===== src/rtl/modem_status_irq.sv =====
module modem_status_irq #(
  parameter int SYNC_STAGES = 2,
  parameter int STAT_W      = 8,
  parameter int CTS_POS     = 0,
  parameter int DSR_POS     = 1
) (
  input  logic              clk,
  input  logic              rst_n,
  input  logic              cts_n,
  input  logic              dsr_n,
  input  logic              mdm_ie,
  input  logic              glb_ie,
  input  logic              chg_clr,
  output logic [STAT_W-1:0] mdm_stat,
  output logic              chg_flag,
  output logic              irq
);
  localparam int LAST = SYNC_STAGES - 1;

  // bit 0 = CTS, bit 1 = DSR; pin polarity (low = true)
  logic [1:0] sync_q [SYNC_STAGES];
  logic [1:0] prev_q;
  logic [1:0] line_now;
  logic       change;

  always_ff @(posedge clk) begin
    sync_q[0] <= {dsr_n, cts_n};
    for (int i = 1; i < SYNC_STAGES; i++) sync_q[i] <= sync_q[i-1];
  end

  assign line_now = sync_q[LAST];

  // keeps tracking during reset, so levels held through reset are not seen as a change
  always_ff @(posedge clk) prev_q <= line_now;

  assign change = |(line_now ^ prev_q);

  always_ff @(posedge clk) begin
    if (!rst_n) chg_flag <= 1'b0;
    else        chg_flag <= change | (chg_flag & ~chg_clr);
  end

  always_comb begin
    mdm_stat          = '0;
    mdm_stat[CTS_POS] = ~line_now[0];
    mdm_stat[DSR_POS] = ~line_now[1];
  end

  assign irq = chg_flag & mdm_ie & glb_ie;
endmodule



===== config.mk =====
export PLATFORM = sky130hd
export DESIGN_NAME = modem_status_irq
export DESIGN_NICKNAME = d
export VERILOG_FILES = /design/src/rtl/modem_status_irq.sv
export SDC_FILE = /design/constraint.sdc
export NUM_CORES = 1
export LEC_CHECK = 0
export BUFFER_PORTS_ARGS = -buffer_cell sky130_fd_sc_hd__buf_2
export CORE_AREA = 4 4 41 43
export DETAILED_ROUTE_END_ITERATION = 6
export DIE_AREA = 0 0 45 47
export GPL_TIMING_DRIVEN = 1
export PLACE_DENSITY_LB_ADDON = 0.2
export SLEW_MARGIN = 15
export SYNTH_ARGS = -nofsm -noshare
export SYNTH_HDL_FRONTEND = slang
export SYNTH_SLANG_ARGS = --single-unit
export TNS_END_PERCENT = 50

===== constraint.sdc =====
create_clock -name clk -period 1.37 [get_ports clk]
set_input_delay 0.274 -clock clk [delete_from_list [all_inputs] [get_ports clk]]
set_output_delay 0.274 -clock clk [all_outputs]
set_load 0.1 [all_outputs]

==> results.sh <==
export IMPL_antenna_found_initial=0
export IMPL_fillers=134
export IMPL_yosysTopAreaCellShare=0.596
export IMPL_yosysSeqAreaShare=0.596
export IMPL_worstSetupStartpointType="register"
export IMPL_ff2ff_setup_slack_ps=490
export IMPL_drtPass1Iterations=2
export IMPL_crit_start="chg_flag"
export IMPL_overflow=0
export IMPL_max_cap_violations=0
export IMPL_drive_above_1_share=0.471
export IMPL_status="finished, final reports clean"
export IMPL_maxSlewViolCount=0
export IMPL_core_area_sq_um=1300
export IMPL_drc=0
export IMPL_worstSetupPathType="reg -> out"
export IMPL_syn_area_sq_um=235
export IMPL_die_w_um=45
export IMPL_mostFrequentLayoutCell="buf_2"
export IMPL_ctsHoldBuffers=0
export IMPL_clkTransAtPathRegs_ps=50
export IMPL_rsz0062_at_grt="no"
export IMPL_syn_inst=21
export IMPL_initial_core_util=0.181
export IMPL_crit_fanout=3
export IMPL_clk_path_buf_depth=2
export IMPL_worst_slack_ps=96.0
export IMPL_wl_per_cell_um=7.20
export IMPL_first_global_vias=160
export IMPL_final_util=0.276
export IMPL_via_count=154
export IMPL_synth_area_top_cells="dfxtp_1 (60%), buf_4 (19%), xor2_1 (7.4%)"
export IMPL_postRouteAntennaNets=0
export IMPL_crit_family="buffers and inverters"
export IMPL_area_delta_synth_final_pct=52.7
export IMPL_ir_drop_mv=0.549
export IMPL_fin_total_pwr_uw=569
export IMPL_cts_resized=0
export IMPL_dieArea_sq_um=2120
export IMPL_clock_sinks=7
export IMPL_ctsHtreeMaxLevel=1
export IMPL_r2r_start="sync_q[0][3]"
export IMPL_cp_end_kind="output pin"
export IMPL_diodes=0
export IMPL_regArea_sq_um=144
export IMPL_cts_setup_buffers=0
export IMPL_critical_path_endpoint="chg_flag"
export IMPL_final_nets=42
export IMPL_required_ps=1100
export IMPL_cts_buffers=3
export IMPL_cp_cell_sequence="buf_2"
export IMPL_wirelength_um=353
export IMPL_grt_pass1_wl_um=648
export IMPL_fin_tns_setup_ps=0
export IMPL_critPathBufInv=1
export IMPL_p_leak_nw=0.179
export IMPL_multi_input_area_sq_um=66.3
export IMPL_hp_class="in -> reg"
export IMPL_die_h_um=47
export IMPL_tritoncts="built"
export IMPL_grt_use_total=0.0483
export IMPL_max_stage_delay_ps=420
export IMPL_rr_worst_depth=2
export IMPL_cp_slowest_cell="buf_2"
export IMPL_place_ws_ps=353
export IMPL_ys_warn_count=0
export IMPL_skew_ps=3.01
export IMPL_synth_largest_area_cell="dfxtp_1"
export IMPL_hpwl_um=287
export IMPL_syn_avg_cell_area_sq_um=11.2
export IMPL_vias_per_cell=3.14
export IMPL_synth_cell_types=8
export IMPL_worst_skew_pair_late_latency_ps=250
export IMPL_place_congestion=0.616
export IMPL_hold_violations=0
export IMPL_num_rows=13
export IMPL_max_freq_mhz=785
export IMPL_worst_path_stages=1
export IMPL_drt_iter0_drc=1
export IMPL_io_buffers=10
export IMPL_hold_ws_ps=123
export IMPL_timing_rr_end="chg_flag"
export IMPL_synth_seq_cells=7
export IMPL_io_pins=17
export IMPL_setup_viol=0
export IMPL_critPathArrivalTime_ps=1000
export IMPL_fin_crit_ps=1270
export IMPL_grt_max_degree=6
export IMPL_fin_crit_sh=0.930
export IMPL_powerDensity_nw_per_um2=1590
export IMPL_final_cell_mix="buf_2 (7), conb_1 (6), dfxtp_1 (6)"
export IMPL_clockRootBuffer="clkbuf_4"
## layer usage
metal  part of all wire  track usage
met1               0.37       0.0458
met2               0.33       0.0565
met3               0.30       0.0690
met4                  0       0.0175
met5                  0            0
## power by group
group	switching, mW	total (mW)	internal [mW]
Combinational	0.134	0.166	0.0315
Clock	0.0750	0.181	0.106
Sequential	0.00604	0.222	0.216
## final cells by class
cell class	count	share of cell area
flip-flops and latches	7	0.401
inverters	2	0.0209
well taps	15	0.0523
clock inverters	1	0.0139
repair buffers	10	0.265
multi-input cells	11	0.185
clock buffers	3	0.0627
## per-stage QoR
stage / instances / cell area (sq um)
2_1_floorplan: 26 / 263
6_report: 49 / 359
5_1_grt: 49 / 359
3_3_place_gp: 45 / 332
4_1_cts: 49 / 359
3_5_place_dp: 45 / 332
## flip-flops by register name, summed over array words and instances (netlist names)
name and flops:
prev_q 2, chg_flag 1, sync_q 4
## how the worst min path moves through the flow
| stage | cells after the start | end | startpoint |
|---|---|---|---|
| 2_1_floorplan | 0 | sync_q[0][0] | cts_n |
| 3_3_place_gp | 0 | sync_q[0][3] | sync_q[0][1] |
| 3_5_place_dp | 0 | sync_q[0][3] | sync_q[0][1] |
| 4_1_cts | 1 | sync_q[0][1] | dsr_n |
| 5_1_grt | 1 | sync_q[0][1] | dsr_n |
| 6_report | 1 | sync_q[0][1] | dsr_n |
## Yosys cell counts
cell type / n
conb_1: 1
o31a_1: 1
buf_4: 6
dfxtp_1: 7
inv_1: 2
nor2b_1: 1
xor2_1: 2
and3_1: 1
## logic make-up (layout without fill, tap and decap cells)
group | after synthesis | in the layout | share of synthesized area
AND/OR/NAND/NOR | 2 | 2 | 0.0532
buffers and inverters | 8 | 16 | 0.223
other | 1 | 6 | 0.0159
AO/OA/AOI/OAI | 1 | 1 | 0.0372
XOR/XNOR | 2 | 2 | 0.0745
flip-flops | 7 | 7 | 0.596
No activity file was read; power rests on OpenSTA's default activity.
